`config.mk`:
```
export PLATFORM = sky130hd
export DESIGN_NAME = frac_baud_gen
export DESIGN_NICKNAME = d
export VERILOG_FILES = /design/src/rtl/fbg_pkg.sv /design/src/rtl/fbg_cfg_reg.sv /design/src/rtl/fbg_div_core.sv /design/src/rtl/fbg_rate_div.sv /design/src/rtl/frac_baud_gen.sv
export SDC_FILE = /design/constraint.sdc
export NUM_CORES = 1
export LEC_CHECK = 0
export ABC_AREA = 1
export BUFFER_PORTS_ARGS = -buffer_cell sky130_fd_sc_hd__buf_2
export CORE_AREA = 3 3 118 120
export CTS_BUF_LIST = sky130_fd_sc_hd__clkbuf_2
export DETAILED_ROUTE_END_ITERATION = 16
export DIE_AREA = 0 0 121 123
export GPL_TIMING_DRIVEN = 0
export PLACE_DENSITY = 0.76
export SETUP_SLACK_MARGIN = 0.02
export SYNTH_ARGS = -nofsm -noshare
export SYNTH_HDL_FRONTEND = slang
export SYNTH_HIERARCHICAL = 1
export SYNTH_SLANG_ARGS = --single-unit
```
`constraint.sdc`:
```
create_clock -name clk -period 5.8 [get_ports clk]
set_clock_uncertainty 0.05 [all_clocks]
set_input_delay 0.29 -clock clk [delete_from_list [all_inputs] [get_ports clk]]
set_output_delay 0.29 -clock clk [all_outputs]
set_load 0.05 [all_outputs]
```
`src/rtl/fbg_pkg.sv`:
```
package fbg_pkg;

    typedef enum logic [1:0] {
        ST_IDLE = 2'd0,
        ST_HIGH = 2'd1,
        ST_LOW  = 2'd2
    } div_state_e;

    typedef enum logic [1:0] {
        MD_ASYNC = 2'd0,
        MD_SYNC  = 2'd1,
        MD_SPI   = 2'd2,
        MD_CARD  = 2'd3
    } ser_mode_e;

endpackage

```
`src/rtl/fbg_cfg_reg.sv`:
```
module fbg_cfg_reg #(
    parameter int DATA_W = 32,
    parameter int CD_W   = 16,
    parameter int FP_W   = 3,
    parameter int FP_LSB = 16
) (
    input  logic              clk,
    input  logic              rst_n,
    input  logic              we,
    input  logic              wprot,
    input  logic [DATA_W-1:0] wdata,
    output logic [CD_W-1:0]   cd,
    output logic [FP_W-1:0]   fp,
    output logic [DATA_W-1:0] rdata
);

    logic [CD_W-1:0] cd_q;
    logic [FP_W-1:0] fp_q;
    logic            wr_ok;

    assign wr_ok = we && !wprot;

    always_ff @(posedge clk) begin
        if (!rst_n) begin
            cd_q <= '0;
            fp_q <= '0;
        end else if (wr_ok) begin
            cd_q <= wdata[CD_W-1:0];
            fp_q <= wdata[FP_LSB +: FP_W];
        end
    end

    always_comb begin
        rdata = '0;
        rdata[CD_W-1:0]      = cd_q;
        rdata[FP_LSB +: FP_W] = fp_q;
    end

    assign cd = cd_q;
    assign fp = fp_q;

endmodule

```
`src/rtl/fbg_div_core.sv`:
```
module fbg_div_core
    import fbg_pkg::*;
#(
    parameter int CD_W = 16,
    parameter int FP_W = 3
) (
    input  logic            clk,
    input  logic            rst_n,
    input  logic [CD_W-1:0] cd,
    input  logic [FP_W-1:0] fp,
    output logic            os_tick,
    output logic            os_clk,
    output logic            idle
);

    localparam logic [CD_W-1:0] ONE = CD_W'(1);

    div_state_e      state_q, state_d;
    logic [CD_W-1:0] cnt_q, cnt_d;
    logic [CD_W-1:0] lo_q, lo_d;
    logic [FP_W-1:0] acc_q, acc_d;
    logic [FP_W-1:0] acc_base;
    logic [FP_W:0]   acc_sum;
    logic            ext;
    logic [CD_W-1:0] hi_load;
    logic            load;

    // fractional accumulator: restarts from zero when leaving idle
    always_comb begin
        acc_base = (state_q == ST_IDLE) ? '0 : acc_q;
        acc_sum  = {1'b0, acc_base} + {1'b0, fp};
        ext      = acc_sum[FP_W];
        hi_load  = ((cd - ONE) >> 1) + CD_W'(ext);
    end

    // next-state logic
    always_comb begin
        state_d = state_q;
        cnt_d   = cnt_q;
        lo_d    = lo_q;
        acc_d   = acc_q;
        load    = 1'b0;
        unique case (state_q)
            ST_IDLE: begin
                if (cd != '0) load = 1'b1;
            end
            ST_HIGH: begin
                if (cnt_q == '0) begin
                    if (lo_q == '0) begin
                        load = 1'b1;
                    end else begin
                        state_d = ST_LOW;
                        cnt_d   = lo_q - ONE;
                    end
                end else begin
                    cnt_d = cnt_q - ONE;
                end
            end
            ST_LOW: begin
                if (cnt_q == '0) load = 1'b1;
                else             cnt_d = cnt_q - ONE;
            end
            default: state_d = ST_IDLE;
        endcase
        if (load) begin
            if (cd == '0) begin
                state_d = ST_IDLE;
            end else begin
                state_d = ST_HIGH;
                cnt_d   = hi_load;
                lo_d    = cd >> 1;
                acc_d   = acc_sum[FP_W-1:0];
            end
        end
    end

    // state register
    always_ff @(posedge clk) begin
        if (!rst_n) begin
            state_q <= ST_IDLE;
            cnt_q   <= '0;
            lo_q    <= '0;
            acc_q   <= '0;
        end else begin
            state_q <= state_d;
            cnt_q   <= cnt_d;
            lo_q    <= lo_d;
            acc_q   <= acc_d;
        end
    end

    // outputs
    always_comb begin
        os_clk  = (state_q == ST_HIGH);
        idle    = (state_q == ST_IDLE);
        os_tick = ((state_q == ST_HIGH) && (cnt_q == '0) && (lo_q == '0)) ||
                  ((state_q == ST_LOW)  && (cnt_q == '0));
    end

endmodule

```
`src/rtl/fbg_rate_div.sv`:
```
module fbg_rate_div
    import fbg_pkg::*;
#(
    parameter int RATIO_W = 11
) (
    input  logic               clk,
    input  logic               rst_n,
    input  logic [1:0]         mode,
    input  logic               over8,
    input  logic [RATIO_W-1:0] ratio,
    input  logic               os_tick,
    input  logic               idle,
    output logic               bit_tick
);

    localparam int FC_W = (RATIO_W > 5) ? RATIO_W : 5;

    logic [FC_W-1:0] factor;
    logic [FC_W-1:0] lim;
    logic [FC_W-1:0] cnt_q;

    always_comb begin
        unique case (ser_mode_e'(mode))
            MD_ASYNC:        factor = over8 ? FC_W'(8) : FC_W'(16);
            MD_SYNC, MD_SPI: factor = FC_W'(1);
            MD_CARD:         factor = (ratio == '0) ? FC_W'(1) : FC_W'(ratio);
            default:         factor = FC_W'(1);
        endcase
        lim      = factor - FC_W'(1);
        bit_tick = os_tick && (cnt_q >= lim);
    end

    always_ff @(posedge clk) begin
        if (!rst_n || idle) begin
            cnt_q <= '0;
        end else if (os_tick) begin
            cnt_q <= bit_tick ? '0 : cnt_q + FC_W'(1);
        end
    end

endmodule

```
`src/rtl/frac_baud_gen.sv`:
```
module frac_baud_gen #(
    parameter int DATA_W  = 32,
    parameter int CD_W    = 16,
    parameter int FP_W    = 3,
    parameter int FP_LSB  = 16,
    parameter int RATIO_W = 11
) (
    input  logic               clk,
    input  logic               rst_n,
    input  logic               cfg_we,
    input  logic [DATA_W-1:0]  cfg_wdata,
    output logic [DATA_W-1:0]  cfg_rdata,
    input  logic               wprot_en,
    input  logic [1:0]         ser_mode,
    input  logic               over8,
    input  logic [RATIO_W-1:0] card_ratio,
    output logic               os_tick,
    output logic               os_clk,
    output logic               bit_tick
);

    logic [CD_W-1:0] cd;
    logic [FP_W-1:0] fp;
    logic            core_idle;

    fbg_cfg_reg #(
        .DATA_W(DATA_W), .CD_W(CD_W), .FP_W(FP_W), .FP_LSB(FP_LSB)
    ) u_cfg (
        .clk(clk), .rst_n(rst_n), .we(cfg_we), .wprot(wprot_en),
        .wdata(cfg_wdata), .cd(cd), .fp(fp), .rdata(cfg_rdata)
    );

    fbg_div_core #(
        .CD_W(CD_W), .FP_W(FP_W)
    ) u_core (
        .clk(clk), .rst_n(rst_n), .cd(cd), .fp(fp),
        .os_tick(os_tick), .os_clk(os_clk), .idle(core_idle)
    );

    fbg_rate_div #(
        .RATIO_W(RATIO_W)
    ) u_rate (
        .clk(clk), .rst_n(rst_n), .mode(ser_mode), .over8(over8),
        .ratio(card_ratio), .os_tick(os_tick), .idle(core_idle),
        .bit_tick(bit_tick)
    );

endmodule

```
==> impl_results.md, run 1 <==
- Iter 0 DRT Violations: ~410
- Critical path class: input port to primary output
- Met1 wire length: a little under 7 mm
- Min Tclk post-route: 3.60 ns
- H-tree Lvls: 3
- Number of enable flip-flop cells after synthesis: 0
- Routed vias: 6124
- CTS root buffer: clkbuf_2
- Routed Antenna Nets: 0
- Vias in the first global route: 5441
- Final period util: 0.621
- Cells after synthesis: 990
- Max Clk Rate: 0.278 GHz
- Share of layout cells above drive strength 1: 0.159
- TritonCTS buffer count: 9
- Fillcell total: 1317
- GRT overflow: 0
- FF-to-FF path depth: 14
- Final hold vios: 0
- Fin. max-slew vios: 0
- Synthesized area: 5930 sq um
- Source of the worst register-to-register timing path: u_core/cnt_q[0]$_SDFF_PN0_
- # clock sinks: 66
- Die area: 14900 sq um
- Largest net degree at the start of global routing: 13
- Number of buffers and inverters on the critical path: 7
- All-Layer GR Usage: 0.206
- Clk pin slew, worst setup/hold paths: 0.19 ns
- GPL Wtd Cong: 0.942
- Leak: 0.00358 uW
- # IOs: 85
- VDD IR max: about 0.12 mV
- CP required: 5.46 ns
- Routed length per instance: 11.9 um
- Post-layout nets: 1170
- Dominant synthesized flop cell: dfxtp_1
- Core area: 13100 sq um
- Worst-path cell chain: buf_2 > inv_1 > ha_1 > inv_2 > nand2_4 > inv_2 > a21oi_2 > ha_1 > inv_1 > nor2_4 > nand3_4 > xor2_1 > ha_1 > nand2_1 > nor2_1 > nand2_1 > nand2_1 > nand2_1 > nand2_1 > nand2_1 > inv_1 > buf_2
- Crit path capture type: primary output
- Setup TNS: 0 ns
- Run status: finished clean
- Vias per cell: 4.82
- Hold Startpoint: cfg_wdata[1]
- Post-synthesis sequential area ratio: 0.223
- CTS tree: built
- Initial antenna violation count: 0
- Dpl hpwl: 12.1 mm
- Starting density of the core: 0.453
- Global-route wire length before repair: around 25 mm
- Post-synth ARST share: 0
- Met2 WL: 7.10 mm
- WL met3: 701 um
- #FFs+latches synth: 66
- Worst Tran Pin Value: 0.911 ns
- Final Setup Violations: 0
- DR DRC count: 0
- Row cnt: 42
- Critical Path Stages: 22
- Clock Latency Late Sink: 0.54 ns
- Chip width: 121 um
- Total number of yosys warnings: 6
- Area Overhead vs Synth: 14.7%
- Resized Gates After CTS: 0
- CP max FO: 9
- CP arrival: between 3 and 4 ns
- Slew margin rel.: 0.386
- Clk buf depth: 2
- CP top delay family: simple AND/OR/NAND/NOR gates
- Min Hold Slack: 0.0215 ns
- Netlist cell types: 42
- Die Height: 123 um
- FF-to-FF End: u_rate/cnt_q[8]$_SDFFE_PP0P_
- Avg Synthesized Cell Area: 5.99 sq um
- Routed WL: 15.1 mm
- Total power divided by cell area: 261 nW/um^2
- Worst Setup Start Kind: input port
- Antenna cells: 0
- Hold depth: 5
- Port Buffer Count: 58
- R2R setup slack: 2.84 ns
- CP max stage delay: approximately 0.37 ns
- Max cap viols: 0
- Top metal layer carrying routed signals: met4
- Worst Hold Endpoint: u_cfg/cd[1]$_SDFFE_PN0P_
- Drt pass-1 iters: 5
- Worst hold path class: input port to flip-flop
- Setup repair after global routing missed its margin: no
- Crit path max-delay cell type: a21oi_2
- Most frequent CP cell: nand2_1
## registers in the layout (all words and copies together) (netlist names)
name and flops:
u_cfg/cd 16, u_cfg/fp 3, u_core/acc_q 3, u_core/cnt_q 16, u_core/lo_q 15, u_core/state_q 2, u_rate/cnt_q 11
## worst max path at each step
stage | from | to | slack (ns)
global placement | ser_mode[0] | bit_tick | 2.21
CTS | ser_mode[0] | bit_tick | 2.18
detailed placement | ser_mode[0] | bit_tick | 2.17
global route | u_core/cnt_q[10]$_SDFF_PN0_ | bit_tick | 1.86
finish | ser_mode[0] | bit_tick | 2.20
floorplan | u_core/cnt_q[0]$_SDFF_PN0_ | u_rate/cnt_q[9]$_SDFFE_PP0P_ | 2.35
## cell usage in the layout (no fill, tap or decap), drive strengths merged
| cell | netlist | layout |
|---|---|---|
| clkinvlp | 0 | 2 |
| clkinv | 0 | 2 |
| nand3b | 4 | 4 |
| o21a | 2 | 2 |
| xnor2 | 6 | 6 |
| a31oi | 3 | 3 |
| or2 | 3 | 3 |
| nand2b | 1 | 1 |
| nand2 | 293 | 293 |
| inv | 132 | 133 |
| clkbuf | 5 | 14 |
| a21boi | 1 | 1 |
| nand3 | 87 | 87 |
| dlygate4sd3 | 0 | 18 |
| fa | 1 | 1 |
| nor2 | 186 | 186 |
| o22ai | 10 | 10 |
| dfxtp | 66 | 66 |
| o211ai | 2 | 2 |
| nor3 | 6 | 6 |
| xor2 | 19 | 19 |
| ha | 30 | 30 |
| buf | 45 | 103 |
| conb | 1 | 13 |
| nand4 | 12 | 12 |
| a21oi | 28 | 28 |
| and3 | 1 | 1 |
| o21ai | 46 | 46 |
| bufinv | 0 | 2 |
## per-layer routing
layer / vias up / track usage
met2: 164 / 0.353
met1: 2675 / 0.258
met4: 0 / 0.0850
li1: 3255 / -
met3: 30 / 0.0329
met5: - / 0
## report_power, final
group / switching (uW) / internal (uW)
sequential: 55.8 / 501
clock: 185 / 142
combinational: 599 / 296
total: 840 / 939
## synthesized netlist by cell type (2+ instances only)
cell | instances | share of area
nor3_1 | 5 | 0.0042
nor2_8 | 2 | 0.0067
o22ai_1 | 10 | 0.011
nand2_4 | 6 | 0.011
nor2_1 | 166 | 0.11
xnor2_1 | 6 | 0.0089
nor2_4 | 9 | 0.017
buf_4 | 35 | 0.044
inv_1 | 127 | 0.080
nor2_2 | 9 | 0.0095
buf_6 | 2 | 0.0038
nand2_2 | 9 | 0.0095
clkbuf_1 | 4 | 0.0025
nand3_1 | 80 | 0.067
a21oi_1 | 27 | 0.023
dfxtp_1 | 66 | 0.22
a31oi_1 | 3 | 0.0032
nand3_2 | 6 | 0.010
or2_2 | 3 | 0.0032
xor2_1 | 18 | 0.027
nand4_1 | 12 | 0.013
inv_2 | 5 | 0.0032
o21ai_1 | 14 | 0.012
o21ai_0 | 31 | 0.026
nand3b_1 | 4 | 0.0051
o211ai_1 | 2 | 0.0025
buf_2 | 8 | 0.0067
nand2_1 | 278 | 0.18
ha_1 | 30 | 0.063
## layout make-up
| type | instances | area [sq um] | share of cell area |
|---|---|---|---|
| multi-input combinational | 754 | 3810 | 0.559 |
| sequential | 66 | 1320 | 0.194 |
| inverter | 132 | 495 | 0.0728 |
| timing repair buffer | 76 | 470 | 0.0691 |
| buffer | 50 | 354 | 0.0520 |
| tap | 176 | 220 | 0.0324 |
| clock inverter | 7 | 92.6 | 0.0136 |
| clock buffer | 9 | 45.0 | 0.00662 |
## per-stage QoR
| step | total power, uW | instances | setup slack (ns) | cell area (sq um) | util |
|---|---|---|---|---|---|
| 5_1_grt | 1930 | 1270 | 1.86 | 6810 | 0.520 |
| 4_1_cts | 1770 | 1270 | 2.18 | 6810 | 0.520 |
| 2_1_floorplan | 1240 | 1002 | 2.35 | 5980 | - |
| 3_5_place_dp | 1440 | 1236 | 2.17 | 6490 | 0.496 |
| 3_3_place_gp | 1430 | 1236 | 2.21 | 6490 | 0.496 |
| 6_report | 1780 | 1270 | 2.20 | 6810 | 0.520 |
## cells by family after synthesis
kind of cell | count (synthesis) | share of synthesized area
and+or+nand+nor | 593 | 0.445
buffers and inverters | 182 | 0.143
DFF | 66 | 0.223
other | 1 | 0.000632
xor gates and xnor gates | 25 | 0.0382
adders and majority gates | 31 | 0.0667
AOI/OAI and AO/OA | 92 | 0.0840
## worst register-to-register path: stages (launching register included)
cell and delay, ns:
dfxtp_1 0.36, inv_1 0.15, ha_1 0.22, nand3_1 0.09
nor2_1 0.10, nand2_1 0.10, buf_2 0.21, o21ai_0 0.73
nand3_2 0.13, nor2_2 0.18, nand3_2 0.10, nor2_2 0.16
nand2_1 0.08, xor2_1 0.17, nor2_2 0.04
## timing repair
item / in CTS / in global routing
endpoints found under the hold margin: 18 / 0
hold buffers: 18 / 0
buffers inserted: 0 / 0
Note: power is estimated with default switching activity, not from simulation.
==> run 2: changes to the inputs <==
==> constraint.sdc (replaced) <==
create_clock -name clk -period 3.4 [get_ports clk]
set_clock_uncertainty 0.05 [all_clocks]
set_input_delay 0.17 -clock clk [delete_from_list [all_inputs] [get_ports clk]]
set_output_delay 0.17 -clock clk [all_outputs]
set_load 0.05 [all_outputs]
==> run 2 against run 1 <==
Non-clock buffer count rose by 17. Worst setup slack worse by 1.9 ns. Global-route usage grew 0.22 points. Clock power increased by 71%. Final cell count up 1.3%. Sequential share of layout area down 0.53 points. Sequential power is 71% higher. Hold slack better by 0.073 ns. Register-to-register slack got worse by 2.2 ns. Highest routed layer unchanged. Via count grew 1.0%.
==> impl_results.md, run 2 (synthesis results as in run 1) <==
- Routed vias: 6186
- Final hold vios: 0
- CTS root buffer: clkbuf_2
- Antenna cells: 0
- # clock sinks: 66
- Worst hold path class: input port to flip-flop
- Chip width: approximately 120 um
- Setup WS pre-CTS: -0.00847 ns
- Dpl hpwl: approximately 12 mm
- TritonCTS buffer count: 9
- Total power divided by cell area: 438 nW/um^2
- Row cnt: 42
- Vias per cell: 4.81
- Clock Latency Late Sink: 0.53 ns
- Area Overhead vs Synth: 17.9%
- Fillcell total: 1309
- GR met1 Demand/Resource: 0.260
- Leak: 0.00367 uW
- Fin. max-slew vios: 0
- Final Setup Violations: 0
- Iter 0 DRT Violations: about 380
- Cell area after placement: between 6000 and 7000 sq um
- GRT overflow: 0
- CP top delay family: simple AND/OR/NAND/NOR gates
- Final period util: 0.907
- Slew margin rel.: 0.603
- Share of layout cells above drive strength 1: 0.163
- Drt pass-1 iters: 5
- Storage cell area: 1320 sq um
- Setup repair after global routing missed its margin: no
- GPL Wtd Cong: 0.932
- Number of buffers and inverters on the critical path: 5
- Total power: 3070 uW
- Routed WL: 15.6 mm
- Vias in the first global route: 5495
- VDD IR max: 0.219 mV
- Most common cell after layout, fill and taps aside: nand2_1
- # IOs: 85
- CTS tree: built
- Final setup margin: 0.315 ns
- Port Buffer Count: 58
- Commonest non-fill, non-tap cells in the layout: nand2_1, nor2_1, inv_1, nand3_1, dfxtp_1
- Worst Setup Start Kind: flip-flop
- Clk pin slew, worst setup/hold paths: 0.19 ns
- All-Layer GR Usage: 0.208
- Grt met3 use: 0.0357
- Min Tclk post-route: a little over 3 ns
- H-tree Lvls: 3
- Fin area: 7000 sq um
- Max cap viols: 0
- Worst Tran Pin Value: 0.596 ns
- CP max FO: 10
- Multi-input logic area: 3830 sq um
- Met2 Use GR: 0.358
- Worst-path cell chain: nor2_1 > nand2_2 > nor2_4 > nand2_1 > buf_2 > inv_1 > nand3_1 > o21ai_2 > nand2_1 > inv_1 > nand2_1 > inv_1 > clkbuf_4
- Die area: about 15000 sq um
- CP required: 3.18 ns
- Core area: 13100 sq um
- Largest net degree at the start of global routing: 13
- CP max stage delay: just under 0.4 ns
- DR DRC count: 0
- CP arrival: 2.86 ns
- Initial antenna violation count: 0
- Routed length per instance: 12.1 um
- Crit path max-delay cell type: dfxtp_1
- Post-layout nets: 1187
- Routed Antenna Nets: 0
- Busiest grt layer: met2
- Global-route wire length before repair: 25.3 mm
- Crit path capture type: primary output
- Run status: finished clean
- Critical path class: flip-flop to primary output
- Starting density of the core: 0.453
- Max Clk Rate: 0.324 GHz
- Die Height: 123 um
- Clk buf depth: 2
==> run 2: worst paths after layout <==
kind / cells past startpoint / to / slack, ns / start
worst min register to register: 2 / u_core/acc_q[1]$_SDFFE_PN0P_ / 0.45 / u_core/acc_q[1]$_SDFFE_PN0P_
worst min-delay path: 5 / u_cfg/cd[11]$_SDFFE_PN0P_ / 0.09 / wprot_en
worst max-delay path: 13 / bit_tick / 0.32 / u_core/cnt_q[10]$_SDFF_PN0_
worst max register to register: 13 / u_core/cnt_q[6]$_SDFF_PN0_ / 0.66 / u_core/state_q[0]$_SDFFE_PN0P_
==> run 2: where the power goes <==
group	internal (uW)	leakage, uW	switching, uW	total [uW]
Clock	249	0.0000825	309	558
Combinational	522	0.00305	1040	1560
Sequential	855	0.000541	94.7	950
Total	1630	0.00367	1440	3070
==> run 2: what timing repair did <==
item,4_1_cts,5_1_grt
hold endpoints to repair,20,0
hold buffers,33,0
pin swaps,0,1
gates resized for setup,1,5
endpoints found under the setup margin,1,1
setup buffers,0,2
==> run 2: through the flow <==
step / setup TNS [ns] / util / cells / hold slack (ns)
2_1_floorplan: 0 / - / 1002 / 0.320
3_3_place_gp: 0 / 0.496 / 1236 / 0.415
3_5_place_dp: -0.00847 / 0.496 / 1236 / 0.424
4_1_cts: 0 / 0.532 / 1285 / 0.0520
5_1_grt: 0 / 0.535 / 1287 / 0.0541
6_report: 0 / 0.535 / 1287 / 0.0941
==> run 2: cell type report <==
type                    instances  area share
multi-input cells             754       0.547
flip-flops and latches         66       0.189
repair buffers                 93      0.0912
inverters                     132      0.0708
plain buffers                  50      0.0506
well taps                     176      0.0315
clock inverters                 6      0.0129
clock buffers                  10     0.00715
==> run 2: routing by layer <==
| layer | wire length, um | part of all wire | vias to the layer above |
|---|---|---|---|
| met5 | 0 | 0 | - |
| met4 | 390 | 0.025 | 0 |
| met3 | 859 | 0.055 | 24 |
| met2 | 7440 | 0.48 | 180 |
| met1 | 6880 | 0.44 | 2695 |
| li1 | - | - | 3287 |
==> run 2: worst min-delay path: cells and delay by family <==
kind / cells / cell delay, ns
buffers and inverters: 2 / 0.26
and+or+nand+nor: 3 / 0.21
==> run 3: changes to the inputs <==
--- a/config.mk
+++ b/config.mk
@@ -5,14 +5,13 @@
 export SDC_FILE = /design/constraint.sdc
 export NUM_CORES = 1
 export LEC_CHECK = 0
-export ABC_AREA = 1
 export BUFFER_PORTS_ARGS = -buffer_cell sky130_fd_sc_hd__buf_2
-export CORE_AREA = 3 3 118 120
+export CORE_AREA = 3 3 114 116
 export CTS_BUF_LIST = sky130_fd_sc_hd__clkbuf_2
 export DETAILED_ROUTE_END_ITERATION = 16
-export DIE_AREA = 0 0 121 123
+export DIE_AREA = 0 0 117 119
 export GPL_TIMING_DRIVEN = 0
-export PLACE_DENSITY = 0.76
+export PLACE_DENSITY = 0.66
 export SETUP_SLACK_MARGIN = 0.02
 export SYNTH_ARGS = -nofsm -noshare
 export SYNTH_HDL_FRONTEND = slang
==> run 3 against run 2 <==
Non-clock buffer count increased by 26. Area after synthesis shrank 6.3%. Core utilization up 3.0 points. Sequential power grew 12%. Maximum frequency decreased by 8.5%. Wire length grew 13%. Die area decreased by 6.5%.
==> impl_results.md, run 3 <==
- Starting density of the core: 0.463
- Synth top cells by count: nand2_1, dfxtp_1, nor2_1, a21oi_1, buf_4
- Clk pin slew, worst setup/hold paths: 0.21 ns
- VDD IR max: 0.279 mV
- Total power: roughly 4500 uW
- Min Tclk post-route: 3.37 ns
- Initial antenna violation count: 0
- Routed WL: 17.6 mm
- Routed vias: about 5.8k
- Post-synth ARST share: 0
- Commonest non-fill, non-tap cells in the layout: nand2_1, dfxtp_1, buf_2, buf_4, nor2_1
- # clock sinks: between 60 and 70
- Most common cell after layout, fill and taps aside: nand2_1
- Hold Startpoint: wprot_en
- Synthesized area: between 5000 and 6000 sq um
- Dominant synthesized flop cell: dfxtp_1
- Final hold vios: 0
- Crit path capture type: primary output
- Iter 0 DRT Violations: about 420
- # IOs: 85
- Final Setup Violations: 0
- Die Height: between 100 and 150 um
- GPL Wtd Cong: between 0.9 and 1
- Vias in the first global route: about 5.6k
- Setup repair after global routing missed its margin: yes
- Yosys top cell area share: 0.238
- Source of the worst register-to-register timing path: u_cfg/cd[7]$_SDFFE_PN0P_
- Clk buf depth: 2
- Ranking of synthesized cells by area: dfxtp_1, ha_1, nand2_1
- CTS tree: built
- Dpl hpwl: 13.0 mm
- Multi-input logic area: 3920 sq um
- CTS root buffer: clkbuf_2
- Synth area leader: dfxtp_1
- Fillcell total: 1156
- Dominant cell by count in the synthesized netlist: nand2_1
- Routed length per instance: 17.7 um
- H-tree Lvls: 3
- Routed Antenna Nets: 0
- Critical path class: flip-flop to primary output
- #FFs+latches synth: 66
- Drt pass-1 iters: 5
- GRT overflow: 0
- Min Hold Slack: 0.104 ns
- Chip width: 117 um
- Area Overhead vs Synth: 22.1%
- Avg Synthesized Cell Area: approximately 7.7 sq um
- All-Layer GR Usage: 0.252
- Worst Hold Endpoint: u_cfg/cd[4]$_SDFFE_PN0P_
- Total number of yosys warnings: 6
- Final period util: 0.992
- FF-to-FF End: u_core/cnt_q[13]$_SDFF_PN0_
- Largest net degree at the start of global routing: 13
- Row cnt: 40
- Antenna cells: 0
- FF-to-FF path depth: 7
- Worst Setup Start Kind: flip-flop
- Hold depth: 5
- Run status: finished clean
- Fin. max-slew vios: 0
- Die area: roughly 14000 sq um
- R2R setup slack: 0.22 ns
- Number of enable flip-flop cells after synthesis: 0
- TritonCTS buffer count: 9
- CP max FO: 5
- Cells after synthesis: approximately 720
- Max Clk Rate: 0.297 GHz
- Post-layout nets: roughly 920
- Slew margin rel.: 0.310
- Max cap viols: 0
- Netlist cell types: 73
- Worst hold path class: input port to flip-flop
- Port Buffer Count: between 50 and 60
- Global-route wire length before repair: ~28 mm
- Worst Tran Pin Value: 1.03 ns
- Post-synthesis sequential area ratio: 0.238
- Total power divided by cell area: 658 nW/um^2
- CP required: 3.18 ns
- Share of layout cells above drive strength 1: 0.199
- Core area: 12000 sq um
- DR DRC count: 0
- Vias per cell: 5.84
- Storage cell area: 1320 sq um
- Clock Latency Late Sink: 0.57 ns
- Leak: 0.00280 uW
- CP arrival: 3.15 ns
run 3: cell count changes in the layout (fill, tap and decap cells not counted), sizes merged, moves of 21 or more:
cell   change
nor2     -136
a21oi     +21
nand3     -62
mux2i     +24
inv      -107
o21ai     -27
nand2    -196
run 3: how the worst max path moves through the flow:
stage | from | endpoint | slack (ns) | cells after the start
2_1_floorplan | u_core/cnt_q[0]$_SDFF_PN0_ | bit_tick | -0.004 | 10
3_3_place_gp | u_core/cnt_q[1]$_SDFF_PN0_ | bit_tick | -0.67 | 11
3_5_place_dp | u_core/cnt_q[1]$_SDFF_PN0_ | bit_tick | -0.65 | 11
4_1_cts | u_core/lo_q[2]$_SDFFE_PN0P_ | bit_tick | 0.02 | 8
5_1_grt | u_core/state_q[1]$_SDFFE_PN0P_ | bit_tick | -0.1 | 10
6_report | u_core/lo_q[2]$_SDFFE_PN0P_ | bit_tick | 0.03 | 8
run 3: report_power, final:
part	internal, uW	switching, uW	total [uW]
Clock	166	316	482
Combinational	1040	1880	2920
Sequential	897	164	1060
run 3: final cells by class:
class,instances,share of cell area
multi-input combinational,570,0.578
timing repair buffer,99,0.101
clock inverter,7,0.0103
buffer,70,0.0673
clock buffer,9,0.00664
sequential,66,0.195
tap,147,0.0271
inverter,27,0.0149
run 3: per-stage QoR:
step | cells | TNS (ns) | worst slack [ns] | utilization | area [sq um]
6_report | 995 | 0 | 0.0288 | 0.565 | 6780
5_1_grt | 995 | -0.0978 | -0.0978 | 0.565 | 6780
4_1_cts | 990 | 0 | 0.0201 | 0.559 | 6710
3_5_place_dp | 939 | -7.17 | -0.649 | 0.510 | 6120
3_3_place_gp | 939 | -7.33 | -0.674 | 0.510 | 6120
2_1_floorplan | 734 | -0.00392 | -0.00392 | - | 5650
run 3: critical path: stages (launching register included):
cell      delay [ns]
dfxtp_2         0.38
or4_4           0.57
or4_4           0.54
o31a_1          0.31
nor2_4          0.15
o21ai_0         0.13
a21oi_2         0.15
a21boi_4        0.19
buf_6           0.17
run 3: metal layers:
layer / wire (um) / vias to the layer above / GRT usage
met1: 7950 / 2764 / 0.337
li1: - / 2853 / -
met4: 316 / 0 / 0.0753
met5: 0 / - / 0
met2: 8410 / 174 / 0.417
met3: 927 / 24 / 0.0386
run 3: what timing repair did:
item                                    in CTS  in global routing
setup buffers                                8                  4
resized for setup                           28                 11
hold buffers                                29                  0
hold endpoints to repair                    20                  0
pin swaps                                   11                  4
endpoints found under the setup margin      16                 21
gates cloned                                 0                  1
run 3: logic make-up after synthesis:
group | count (synthesis) | share of synthesized area
buffers and inverters | 99 | 0.100
XOR/XNOR | 45 | 0.0709
flip-flops | 66 | 0.238
multiplexers | 24 | 0.0432
other | 1 | 0.000675
AND/OR/NAND/NOR | 281 | 0.255
adder cells (fa/ha/maj) | 31 | 0.0712
AO/OA/AOI/OAI | 175 | 0.221
